### src/rtl/pkt_pkg.sv
package pkt_pkg;

    localparam int unsigned DEF_FLIT_W  = 150;
    localparam int unsigned DEF_TDM     = 4;
    localparam int unsigned DEF_ROUTERS = 16;
    localparam int unsigned DEF_VCS     = 4;

    typedef enum logic {
        SER_IDLE = 1'b0,
        SER_SEND = 1'b1
    } ser_state_e;

    // Width of an index that selects one of n items (at least one bit).
    function automatic int unsigned idx_width(int unsigned n);
        return (n > 1) ? $clog2(n) : 1;
    endfunction

endpackage

### src/rtl/pkt_word_hold.sv
module pkt_word_hold #(
    parameter int unsigned WORD_W = 600,
    parameter int unsigned DEST_W = 4,
    parameter int unsigned VC_W   = 2
) (
    input  logic              clk,
    input  logic              rst,
    input  logic              load,
    input  logic [WORD_W-1:0] word_in,
    input  logic [DEST_W-1:0] dest_in,
    input  logic [VC_W-1:0]   vc_in,
    output logic [WORD_W-1:0] word_q,
    output logic [DEST_W-1:0] dest_q,
    output logic [VC_W-1:0]   vc_q
);

    typedef struct packed {
        logic [WORD_W-1:0] word;
        logic [DEST_W-1:0] dest;
        logic [VC_W-1:0]   vc;
    } held_t;

    held_t held;

    always_ff @(posedge clk) begin
        if (rst) begin
            held <= '0;
        end else if (load) begin
            held <= '{word: word_in, dest: dest_in, vc: vc_in};
        end
    end

    assign word_q = held.word;
    assign dest_q = held.dest;
    assign vc_q   = held.vc;

endmodule

### src/rtl/pkt_flit_seq.sv
module pkt_flit_seq
    import pkt_pkg::*;
#(
    parameter int unsigned TDM   = 4,
    parameter int unsigned IDX_W = 2
) (
    input  logic             clk,
    input  logic             rst,
    input  logic             start,
    input  logic             advance,
    output logic             busy,
    output logic [IDX_W-1:0] idx,
    output logic             is_head,
    output logic             is_tail
);

    localparam logic [IDX_W-1:0] LAST_IDX = IDX_W'(TDM - 1);

    ser_state_e       state;
    logic [IDX_W-1:0] cnt;

    always_ff @(posedge clk) begin
        if (rst) begin
            state <= SER_IDLE;
            cnt   <= '0;
        end else begin
            case (state)
                SER_IDLE: begin
                    if (start) begin
                        state <= SER_SEND;
                        cnt   <= '0;
                    end
                end
                SER_SEND: begin
                    if (advance) begin
                        if (cnt == LAST_IDX) begin
                            state <= SER_IDLE;
                            cnt   <= '0;
                        end else begin
                            cnt <= cnt + 1'b1;
                        end
                    end
                end
                default: state <= SER_IDLE;
            endcase
        end
    end

    assign busy    = (state == SER_SEND);
    assign idx     = cnt;
    assign is_head = (cnt == '0);
    assign is_tail = (cnt == LAST_IDX);

endmodule

### src/rtl/pkt_flit_mux.sv
module pkt_flit_mux #(
    parameter int unsigned FLIT_W = 150,
    parameter int unsigned TDM    = 4,
    parameter int unsigned IDX_W  = 2
) (
    input  logic [FLIT_W*TDM-1:0] word,
    input  logic [IDX_W-1:0]      idx,
    output logic [FLIT_W-1:0]     flit
);

    generate
        if (TDM == 1) begin : g_single
            assign flit = word;
            logic unused_idx;
            assign unused_idx = ^idx;
        end else begin : g_multi
            logic [FLIT_W-1:0] slices [TDM];
            for (genvar k = 0; k < TDM; k++) begin : g_slice
                assign slices[k] = word[k*FLIT_W +: FLIT_W];
            end
            assign flit = slices[idx];
        end
    endgenerate

endmodule

### src/rtl/stream_noc_packetizer.sv
module stream_noc_packetizer
    import pkt_pkg::*;
#(
    parameter  int unsigned FLIT_W  = DEF_FLIT_W,
    parameter  int unsigned TDM     = DEF_TDM,
    parameter  int unsigned ROUTERS = DEF_ROUTERS,
    parameter  int unsigned VCS     = DEF_VCS,
    localparam int unsigned WORD_W  = FLIT_W * TDM,
    localparam int unsigned DEST_W  = idx_width(ROUTERS),
    localparam int unsigned VC_W    = idx_width(VCS)
) (
    input  logic              clk,
    input  logic              rst,
    input  logic [DEST_W-1:0] cfg_dest,
    input  logic [VC_W-1:0]   cfg_vc,
    input  logic              in_valid,
    output logic              in_ready,
    input  logic [WORD_W-1:0] in_data,
    output logic              out_valid,
    output logic              out_head,
    output logic              out_tail,
    output logic [DEST_W-1:0] out_dest,
    output logic [VC_W-1:0]   out_vc,
    output logic [FLIT_W-1:0] out_data,
    input  logic [VCS-1:0]    vc_ready
);

    localparam int unsigned IDX_W = idx_width(TDM);

    logic              busy;
    logic              accept;
    logic              advance;
    logic              sel_ready;
    logic [IDX_W-1:0]  idx;
    logic              is_head;
    logic              is_tail;
    logic [WORD_W-1:0] word_q;

    assign in_ready  = !busy;
    assign accept    = in_valid && !busy;
    assign sel_ready = vc_ready[out_vc];
    assign advance   = busy && sel_ready;

    pkt_word_hold #(
        .WORD_W (WORD_W),
        .DEST_W (DEST_W),
        .VC_W   (VC_W)
    ) hold_i (
        .clk     (clk),
        .rst     (rst),
        .load    (accept),
        .word_in (in_data),
        .dest_in (cfg_dest),
        .vc_in   (cfg_vc),
        .word_q  (word_q),
        .dest_q  (out_dest),
        .vc_q    (out_vc)
    );

    pkt_flit_seq #(
        .TDM   (TDM),
        .IDX_W (IDX_W)
    ) seq_i (
        .clk     (clk),
        .rst     (rst),
        .start   (accept),
        .advance (advance),
        .busy    (busy),
        .idx     (idx),
        .is_head (is_head),
        .is_tail (is_tail)
    );

    pkt_flit_mux #(
        .FLIT_W (FLIT_W),
        .TDM    (TDM),
        .IDX_W  (IDX_W)
    ) mux_i (
        .word (word_q),
        .idx  (idx),
        .flit (out_data)
    );

    assign out_valid = busy;
    assign out_head  = busy && is_head;
    assign out_tail  = busy && is_tail;

endmodule

### config.mk
export PLATFORM = sky130hd
export DESIGN_NAME = stream_noc_packetizer
export DESIGN_NICKNAME = d
export VERILOG_FILES = /design/src/rtl/pkt_pkg.sv /design/src/rtl/pkt_word_hold.sv /design/src/rtl/pkt_flit_seq.sv /design/src/rtl/pkt_flit_mux.sv /design/src/rtl/stream_noc_packetizer.sv
export SDC_FILE = /design/constraint.sdc
export NUM_CORES = 1
export LEC_CHECK = 0
export ABC_AREA = 1
export ABC_CLOCK_PERIOD_IN_PS = 1700
export BUFFER_PORTS_ARGS = -buffer_cell sky130_fd_sc_hd__buf_4
export CAP_MARGIN = 20
export CORE_MARGIN = 4
export CORE_UTILIZATION = 35
export DETAILED_ROUTE_END_ITERATION = 10
export PLACE_DENSITY = 0.68
export SLEW_MARGIN = 5
export SYNTH_ARGS = -nofsm -noshare
export SYNTH_HDL_FRONTEND = slang
export SYNTH_HIERARCHICAL = 1
export SYNTH_SLANG_ARGS = --single-unit
### constraint.sdc
create_clock -name clk -period 1.7 [get_ports clk]
set_clock_uncertainty 0.15 [all_clocks]
set_input_delay 0.17 -clock clk [delete_from_list [all_inputs] [get_ports clk]]
set_output_delay 0.17 -clock clk [all_outputs]
set_load 0.01 [all_outputs]
# Yosys cells after proc, flatten, opt, wreduce, memory -nomap -nowiden
# Index checks and enable logic that the tools add are counted.
[totals]
ff_bits = 609
word_cells = 33
[op_classes]
add_sub_neg = 1
n_lt_le_gt_ge = 2
eq_ne = 3
muxes = 13
bitwise = 2
reduce_logical = 7
[ops]
columns = ["operator", "n"]
rows = [
  ["$bmux 150 s2", 1],
  ["$mux 150", 2],
  ["$mux 2", 3],
  ["$logic_and 1x1->1", 4],
  ["$mux 1", 4],
  ["$ne 2x2->1 const B", 2],
  ["$pmux 2 s2", 1],
  ["$ge 3x3->1 const B", 1],
  ["$lt 2x3->1 const B", 1],
  ["$not 2->3", 1],
  ["$add 2x1->2 const B", 1],
  ["$bmux 1 s2", 1],
  ["$eq 2x2->1 const B", 1],
  ["$logic_not 2->1", 1],
  ["$pmux 1 s2", 1],
  ["$reduce_and 2->1", 1],
  ["$logic_not 1->1", 1],
  ["$not 1->1", 1],
]

# Logic depth before layout (Yosys ltp)
# Gate-level depths: netlist of run 1.
[depth]
depth_word = 5
ltp_mapped = 9
depth_no_buf = 8

# Hierarchy
# The synthesis of run 1 kept the hierarchy.
[by_module_without_submodules]
columns = ["module", "instances", "cells_each", "area_per_inst_um2", "seq_area_each_um2"]
rows = [
  ["pkt_word_hold", 1, 3839, 24694.9, 12131.6],
  ["pkt_flit_mux", 1, 1751, 7061.8, 0.0],
  ["pkt_flit_seq", 1, 23, 175.2, 60.1],
  ["stream_noc_packetizer", 1, 20, 95.1, 0.0],
]

# Worst setup path after synthesis of run 1
# No wires, ideal clock.
[synth_path]
kind = "register to register"
from = "reg seq_i.state (netlist: seq_i/busy)"
to = "reg hold_i.held, in the netlist hold_i/word_q[119]"
setup_ns = 0.113
arrival_time_ns = 1.308
required_ns = 1.437
setup_slack_ns = 0.130
stages_incl_launch_ff = 8
path_cell_list = "dfxtp_1 nor2_1 buf_2 buf_6 buf_4 buf_4 nor2_1 nor2_1"
[synth_via]
elab_chain_cells = 2
[synth_rtl]
columns = ["element", "line_no", "text"]
rows = [
  ["start: declaration", "pkt_flit_seq.sv:19", "ser_state_e state;"],
  ["start signal: assignment", "pkt_flit_seq.sv:24", "state <= SER_IDLE;"],
  ["start signal: assignment", "pkt_flit_seq.sv:30", "state <= SER_SEND;"],
  ["start signal: assignment", "pkt_flit_seq.sv:37", "state <= SER_IDLE;"],
  ["$logic_not 1->1", "stream_noc_packetizer.sv:40", "assign accept = in_valid && !busy;"],
  ["$logic_and 1x1->1", "stream_noc_packetizer.sv:40", ""],
  ["named net accept", "stream_noc_packetizer.sv:31", "logic accept;"],
  ["end signal: assignment", "pkt_word_hold.sv:29", "held <= '{word: word_in, dest: dest_in, vc: vc_in};"],
  ["end: declaration", "pkt_word_hold.sv:23", "held_t held;"],
]
# The timed path passes the listed nets, and every way through them passes these cells.
# A chain may end at the register's enable or synchronous reset.

# Final worst setup path of run 1
[layout_path]
from = "reg seq_i.cnt[0] (netlist: seq_i/idx[0])"
to = "out out_data[58]"
[layout_via]
elab_chain_cells = 4
[layout_rtl]
columns = ["element", "line_no", "text"]
rows = [
  ["start: declaration", "pkt_flit_seq.sv:20", "logic [IDX_W-1:0] cnt;"],
  ["start signal: assignment", "pkt_flit_seq.sv:40", "cnt <= cnt + 1'b1;"],
  ["$not 2->3 (implied by the code)", "pkt_flit_mux.sv:21", "assign flit = slices[idx];"],
  ["$bmux 150 s2", "pkt_flit_mux.sv:21", ""],
  ["$mux 150 (implied by the code) (2 in a row)", "pkt_flit_mux.sv:21", ""],
  ["end: declaration", "stream_noc_packetizer.sv:24", "output logic [FLIT_W-1:0] out_data,"],
]
# No other way between the ends. The select of a mux whose other input is x is not followed.

==> qor.yml, run 1 <==
grt_pass1_vias: 35300
grt_pass1_wl_mm: 184
max_stage_delay_ns: 0.42
path_buf_inv: 3
avgSynthCellArea_sq_um: 5.69
first_pass_iters: 6
status: "finished, violations left"
setup_viol: 153
area_growth_pct: 52.9
crit_chain: "buf_12 -> buf_12 -> nand2_1 -> nand3_1 -> nand2_1 -> buf_4"
worst-r2r-cell-count: 6
wirelength_mm: 118
drcViolationCount: 0
required_ns: 1.38
fp.dieW_um: 311
avgViaCountPerCell: 4.47
cap_violations: 0
post-route-period-util: 1.32
overflow: 0
wl_per_cell_um: 14.4
hold_class: "primary input to flip-flop"
seq_area_frac_synth: 0.381
pin_count: 773
insertion_delay_ns: 0.60
syn_area_sq_um: 32000
violations: "setup timing"
cp-start-kind: "flip-flop"
vias: 36700
finalHoldViolations: 0
setup_ws_ns: -0.551
powerDensity_nw_per_um2: 831
layout-drive-gt1-share: 0.164
grt_antenna_before_repair: 20
dpl.hpwl_mm: 78.9
synth_seq_cells: 609
power_leakage_uw: 0.0270
holdWs_ns: 0.0882
ff_latch_area_sq_um: 12200
worst_setup_path_end_kind: "output pin"
die_h_um: 311
crit_slowest_cell: "dfxtp_4"
gp_congestion: 0.892
arrival_ns: 1.93
nNetsFinal: 7597
max_slew.worst_pin.slew_ns: 0.394
htreeDepth: 3
yosysWarnings: 6
start_util: 0.354
relSlewSlack: 0.737
fin_util: 0.542
port_buffers: 772
crit_path_max_fanout: 28
drtIter0Drc: 3314
synth.distinct_cells: 18
syn_inst: 5633
clock-sinks: 609
min_period_ns: 2.25
cts_root_buf: "clkbuf_16"
grt_use_total: 0.232
rows: 110
cpLargestDelayFamily: "buffers and inverters"
cts_tree: "built"
fmax_ghz: 0.444
syn-num-nets: 6248
clk_pin_slew_ns: 0.06
drv_slew: 0
die-area_sq_um: 96400
grt_max_degree: 75
ant_nets: 0
fillers: 8273
peakVddDrop_v: 0.000604
holdPathStages: 9
core-area_sq_um: 90400
path_class: "flip-flop to output pin"
clk_path_buf_depth: 3
cp.depth: 6
numCtsBuffers: 73
rsz0062_at_grt: "true"
multi_input_area_sq_um: 13800
layout make-up:
cell class              count  share of cell area
well taps                1176              0.0300
clock buffers             104              0.0426
clock inverters            21             0.00514
multi-input cells        3498               0.282
diodes                     17            0.000869
repair buffers           1575               0.296
flip-flops and latches    609               0.249
inverters                1225              0.0943
placed cells by master, fill, tap and decap left out:
master | synthesis | routed
dlygate4sd3_1 | 0 | 608
dfxtp_4 | 0 | 2
clkinv_16 | 0 | 1
nor2_1 | 1214 | 1213
bufinv_16 | 0 | 3
inv_1 | 1221 | 1219
dfxtp_2 | 0 | 1
clkbuf_1 | 24 | 19
a21oi_1 | 2 | 2
buf_4 | 61 | 860
nand2_4 | 0 | 2
buf_16 | 0 | 11
buf_6 | 8 | 30
clkbuf_8 | 0 | 10
diode_2 | 0 | 17
dfxtp_1 | 609 | 606
clkinvlp_4 | 0 | 3
a21oi_2 | 2 | 2
ha_1 | 2 | 1
clkinv_2 | 1 | 10
inv_8 | 0 | 3
o21ai_0 | 1 | 1
nand2_1 | 1970 | 1929
buf_12 | 0 | 61
inv_6 | 0 | 1
nand3_1 | 301 | 279
buf_8 | 0 | 3
nand2_2 | 3 | 42
nand3_2 | 3 | 24
inv_2 | 3 | 2
nor2_4 | 0 | 1
nand3_4 | 0 | 1
clkbuf_16 | 0 | 77
clkinv_8 | 0 | 3
clkinv_1 | 0 | 1
ha_2 | 0 | 1
state kept, by name (all words and copies together), names as in the netlist:
signal / cells
hold_i/word_q: 600
hold_i/dest_q: 4
hold_i/vc_q: 2
seq_i/idx: 2
seq_i/busy: 1
worst reg2reg max path, stage by stage (launching register included):
cell and delay, ns:
dfxtp_2 0.33, nor2_4 0.19, buf_12 0.21, buf_4 0.33
nand2_1 0.18, nand2_1 0.10, nor2_1 0.04
per-stage QoR:
| step | instances | setup TNS, ns | worst slack, ns | total power, uW | instance area, sq um |
|---|---|---|---|---|---|
| 5_1_grt | 8221 | -86.71 | -0.628 | 42700 | 49000 |
| 4_1_cts | 8205 | -80.29 | -0.599 | 40800 | 48700 |
| 6_report | 8225 | -72.27 | -0.551 | 40700 | 49000 |
| 3_5_place_dp | 7461 | 0 | 0.0332 | 24100 | 39900 |
| 3_3_place_gp | 7461 | 0 | 0.0354 | 24000 | 39900 |
| 2_1_floorplan | 5633 | 0 | 0.130 | 20800 | 32000 |
Yosys cell counts:
master	count	share of area
nor2_1	1214	0.14
inv_1	1221	0.14
clkinv_2	1	0.00016
inv_2	3	0.00035
nand2_1	1970	0.23
dfxtp_1	609	0.38
buf_6	8	0.0028
clkbuf_1	24	0.0028
a21oi_1	2	0.00031
a21oi_2	2	0.00055
buf_4	61	0.014
buf_2	202	0.032
nand3_2	3	0.00094
nand3_1	301	0.047
ha_1	2	0.00078
nand2_2	3	0.00059
buf_1	6	0.00070
o21ai_0	1	0.00016
kinds of logic (layout without fill, tap and decap cells):
| group | Yosys count | after routing | share of synthesized area |
|---|---|---|---|
| flip-flops | 609 | 609 | 0.381 |
| AND/OR/NAND/NOR | 3491 | 3491 | 0.422 |
| buffers and inverters | 1526 | 2925 | 0.196 |
| adder cells (fa/ha/maj) | 2 | 2 | 0.000781 |
| AO/OA/AOI/OAI | 5 | 5 | 0.00102 |
| other | 0 | 17 | 0 |
worst paths after layout:
| kind | startpoint | end | slack (ns) |
|---|---|---|---|
| max | seq_i/idx[0] | out_data[58] | -0.55 |
| min | vc_ready[2] | seq_i/idx[0] | 0.09 |
| max reg2reg | seq_i/busy | hold_i/word_q[439] | 0.04 |
| min reg2reg | hold_i/word_q[323] | hold_i/word_q[323] | 0.32 |
power breakdown:
part           internal [uW]  switching [uW]
clock network           9020            6330
logic                   4510            4700
registers              15500             628
repair_timing:
item                                    CTS  global route
cloned                                    2             2
hold buffers                            608             0
pin swaps                                 3             1
endpoints found under the hold margin   609             0
endpoints found under the setup margin  153           303
setup buffers                             9             1
gates resized for setup                  77            42
metal layers:
metal / part of all wire / global-route usage / vias to the layer above
met3: 0.070 / 0.0434 / 310
met2: 0.47 / 0.392 / 1424
met1: 0.42 / 0.292 / 16500
met4: 0.041 / 0.0911 / 10
met5: 0.00052 / 0 / -
li1: - / - / 18500
No activity file was read; power rests on OpenSTA's default activity.
==> run 2, diff against run 1 <==
Settings changed: ABC_CLOCK_PERIOD_IN_PS 1700 to 2000, PLACE_DENSITY 0.68 to 0.7.
Clock period 1.7 ns to 2 ns, I/O delays scaled along.
==> run 2 against run 1 <==
  * The run still ends with setup timing left
  * Die area is the same
  * Worst setup slack gained 0.22 ns
  * Final area grew 3.8%
  * Hold slack lost 0.0072 ns
  * Via count grew 3.3%
  * Sequential cell count is the same
  * Critical path depth grew 3
  * Non-clock buffer count shrank 1
  * Clock power shrank 9.7%
  * First-iteration DRC count grew 11%
==> qor.yml, run 2 (synthesis results as in run 1) <==
port_buffers: 772  # unchanged
wl_per_cell_um: 15.8  # +10%
fin_util: 0.562  # +0.0204
pin_count: 773  # unchanged
avgViaCountPerCell: 4.61  # +3.2%
drcViolationCount: 0  # unchanged
worst_setup_path_end_kind: "output pin"
start_util: 0.354  # unchanged
fmax_ghz: 0.429
nNetsFinal: 7596  # -0.013%
min_period_ns: 2.33
cap_violations: 0  # unchanged
layout.cells.non_filler: 8231  # +0.073%
layout_commonest_cell: "nand2_1"
largest_register_ffs: 600  # unchanged
vias: 37900  # +3.3%
path_class: "flip-flop to output pin"
violations: "setup timing"
setup_ws_ns: -0.332  # +0.219 ns
grt_pass1_wl_mm: 192  # +4.1%
drtIter0Drc: 3690  # +11%
gp_congestion: 0.903  # +1.3%
fp.dieW_um: 311  # unchanged
core-area_sq_um: 90400  # unchanged
cp-start-kind: "flip-flop"
highest_layer: "met5"
clock-sinks: 609  # unchanged
cts_root_buf: "clkbuf_16"
htreeDepth: 3  # unchanged
ant_nets: 0  # unchanged
clk_path_buf_depth: 3  # unchanged
dpl.hpwl_mm: 76.5  # -3.1%
cts_tree: "built"
setup_viol: 152  # -0.65%
required_ns: 1.65  # +0.27 ns
insertion_delay_ns: 0.61  # about the same
clk_pin_slew_ns: 0.06  # about the same
wirelength_mm: 130  # +10%
layout-drive-gt1-share: 0.191  # +0.0265
arrival_ns: 1.98  # +0.05 ns
peakVddDrop_v: 0.000543  # -10%
hold_class: "primary input to flip-flop"
routed-wl-met2_mm: 61.1  # +11%
relSlewSlack: 0.679  # -0.0578
power_leakage_uw: 0.0275  # +1.9%
area_growth_pct: 58.7
first_pass_iters: 9  # +3
post-route-period-util: 1.17
powerDensity_nw_per_um2: 707  # -15%
rsz0062_at_grt: "true"
rows: 110  # unchanged
grt_use_total: 0.243  # +0.0108
overflow: 0  # unchanged
layout_common_cells: "nand2_1 (1820), inv_1 (1219), nor2_1 (1213)"
numCtsBuffers: 72  # -1.4%
drv_slew: 0  # unchanged
grt_max_degree: 94  # +25%
grt_antenna_before_repair: 27  # +35%
grt_pass1_vias: 36300  # +2.6%
die-area_sq_um: 96400  # unchanged
status: "finished, violations left"
dp_cells: 7401  # -0.80%
finalHoldViolations: 0  # unchanged
die_h_um: 311  # unchanged
max_slew.worst_pin.slew_ns: 0.481  # +0.0867 ns
wl_met3_mm: 9.84  # +20%
crit_path_max_fanout: 7  # -75%
wl_met1_mm: 53.0  # +5.9%
==> run 2: stage by stage <==
| stage | TNS [ns] | cell area [sq um] | total power [uW] | hold slack, ns | setup slack (ns) |
|---|---|---|---|---|---|
| floorplan | 0 | 32000 | 17600 | 0.112 | 0.430 |
| global placement | 0 | 39100 | 20200 | 0.270 | 0.247 |
| detailed placement | 0 | 39100 | 20300 | 0.267 | 0.243 |
| CTS | -44.06 | 49000 | 35400 | 0.00625 | -0.370 |
| global route | -52.46 | 50800 | 37600 | 0.101 | -0.418 |
| finish | -38.11 | 50800 | 35900 | 0.0809 | -0.332 |
==> run 2: what timing repair did <==
item,in CTS,in global routing
pin swaps,18,71
buffers inserted,22,7
resized for setup,157,293
setup endpoints to repair,152,152
gates cloned,17,29
hold endpoints to repair,609,0
hold buffers,609,0
==> run 2: path summary, 6_finish.rpt <==
check	start	to	slack, ns	cells after the start
setup reg to reg	seq_i/busy	hold_i/word_q[178]	0.22	6
setup / recovery	seq_i/idx[0]	out_data[146]	-0.33	9
hold / removal	vc_ready[3]	seq_i/idx[0]	0.08	9
hold reg to reg	hold_i/word_q[296]	hold_i/word_q[296]	0.32	2
==> run 2: layout make-up <==
class / count / area (sq um)
diodes: 19 / 47.5
clock buffers: 101 / 2090
clock inverters: 28 / 395
fillers: 7718 / 39600
inverters: 1225 / 4640
multi-input cells: 3498 / 14500
flip-flops and latches: 609 / 12200
well taps: 1176 / 1470
repair buffers: 1574 / 15400
repair inverters: 1 / 20.0
==> run 2: report_power, final <==
| group | total (uW) | leakage [uW] | internal [uW] | switching (uW) |
|---|---|---|---|---|
| sequential | 13700 | 0.00505 | 13200 | 558 |
| clock | 13900 | 0.00121 | 8270 | 5590 |
| combinational | 8340 | 0.0213 | 4050 | 4290 |
==> run 2: worst max-delay path: stages (launching register included) <==
cell	delay, ns
dfxtp_4	0.37
buf_12	0.15
buf_12	0.13
inv_16	0.10
buf_12	0.14
buf_8	0.14
nand2_2	0.08
nand3_2	0.07
nand2_1	0.07
buf_4	0.14
==> run 2: layer usage <==
metal  vias to the layer above  global-route usage
met1                     17100               0.299
li1                      18600                   -
met4                        12               0.105
met5                         -                   0
met3                       466              0.0516
met2                      1765               0.410
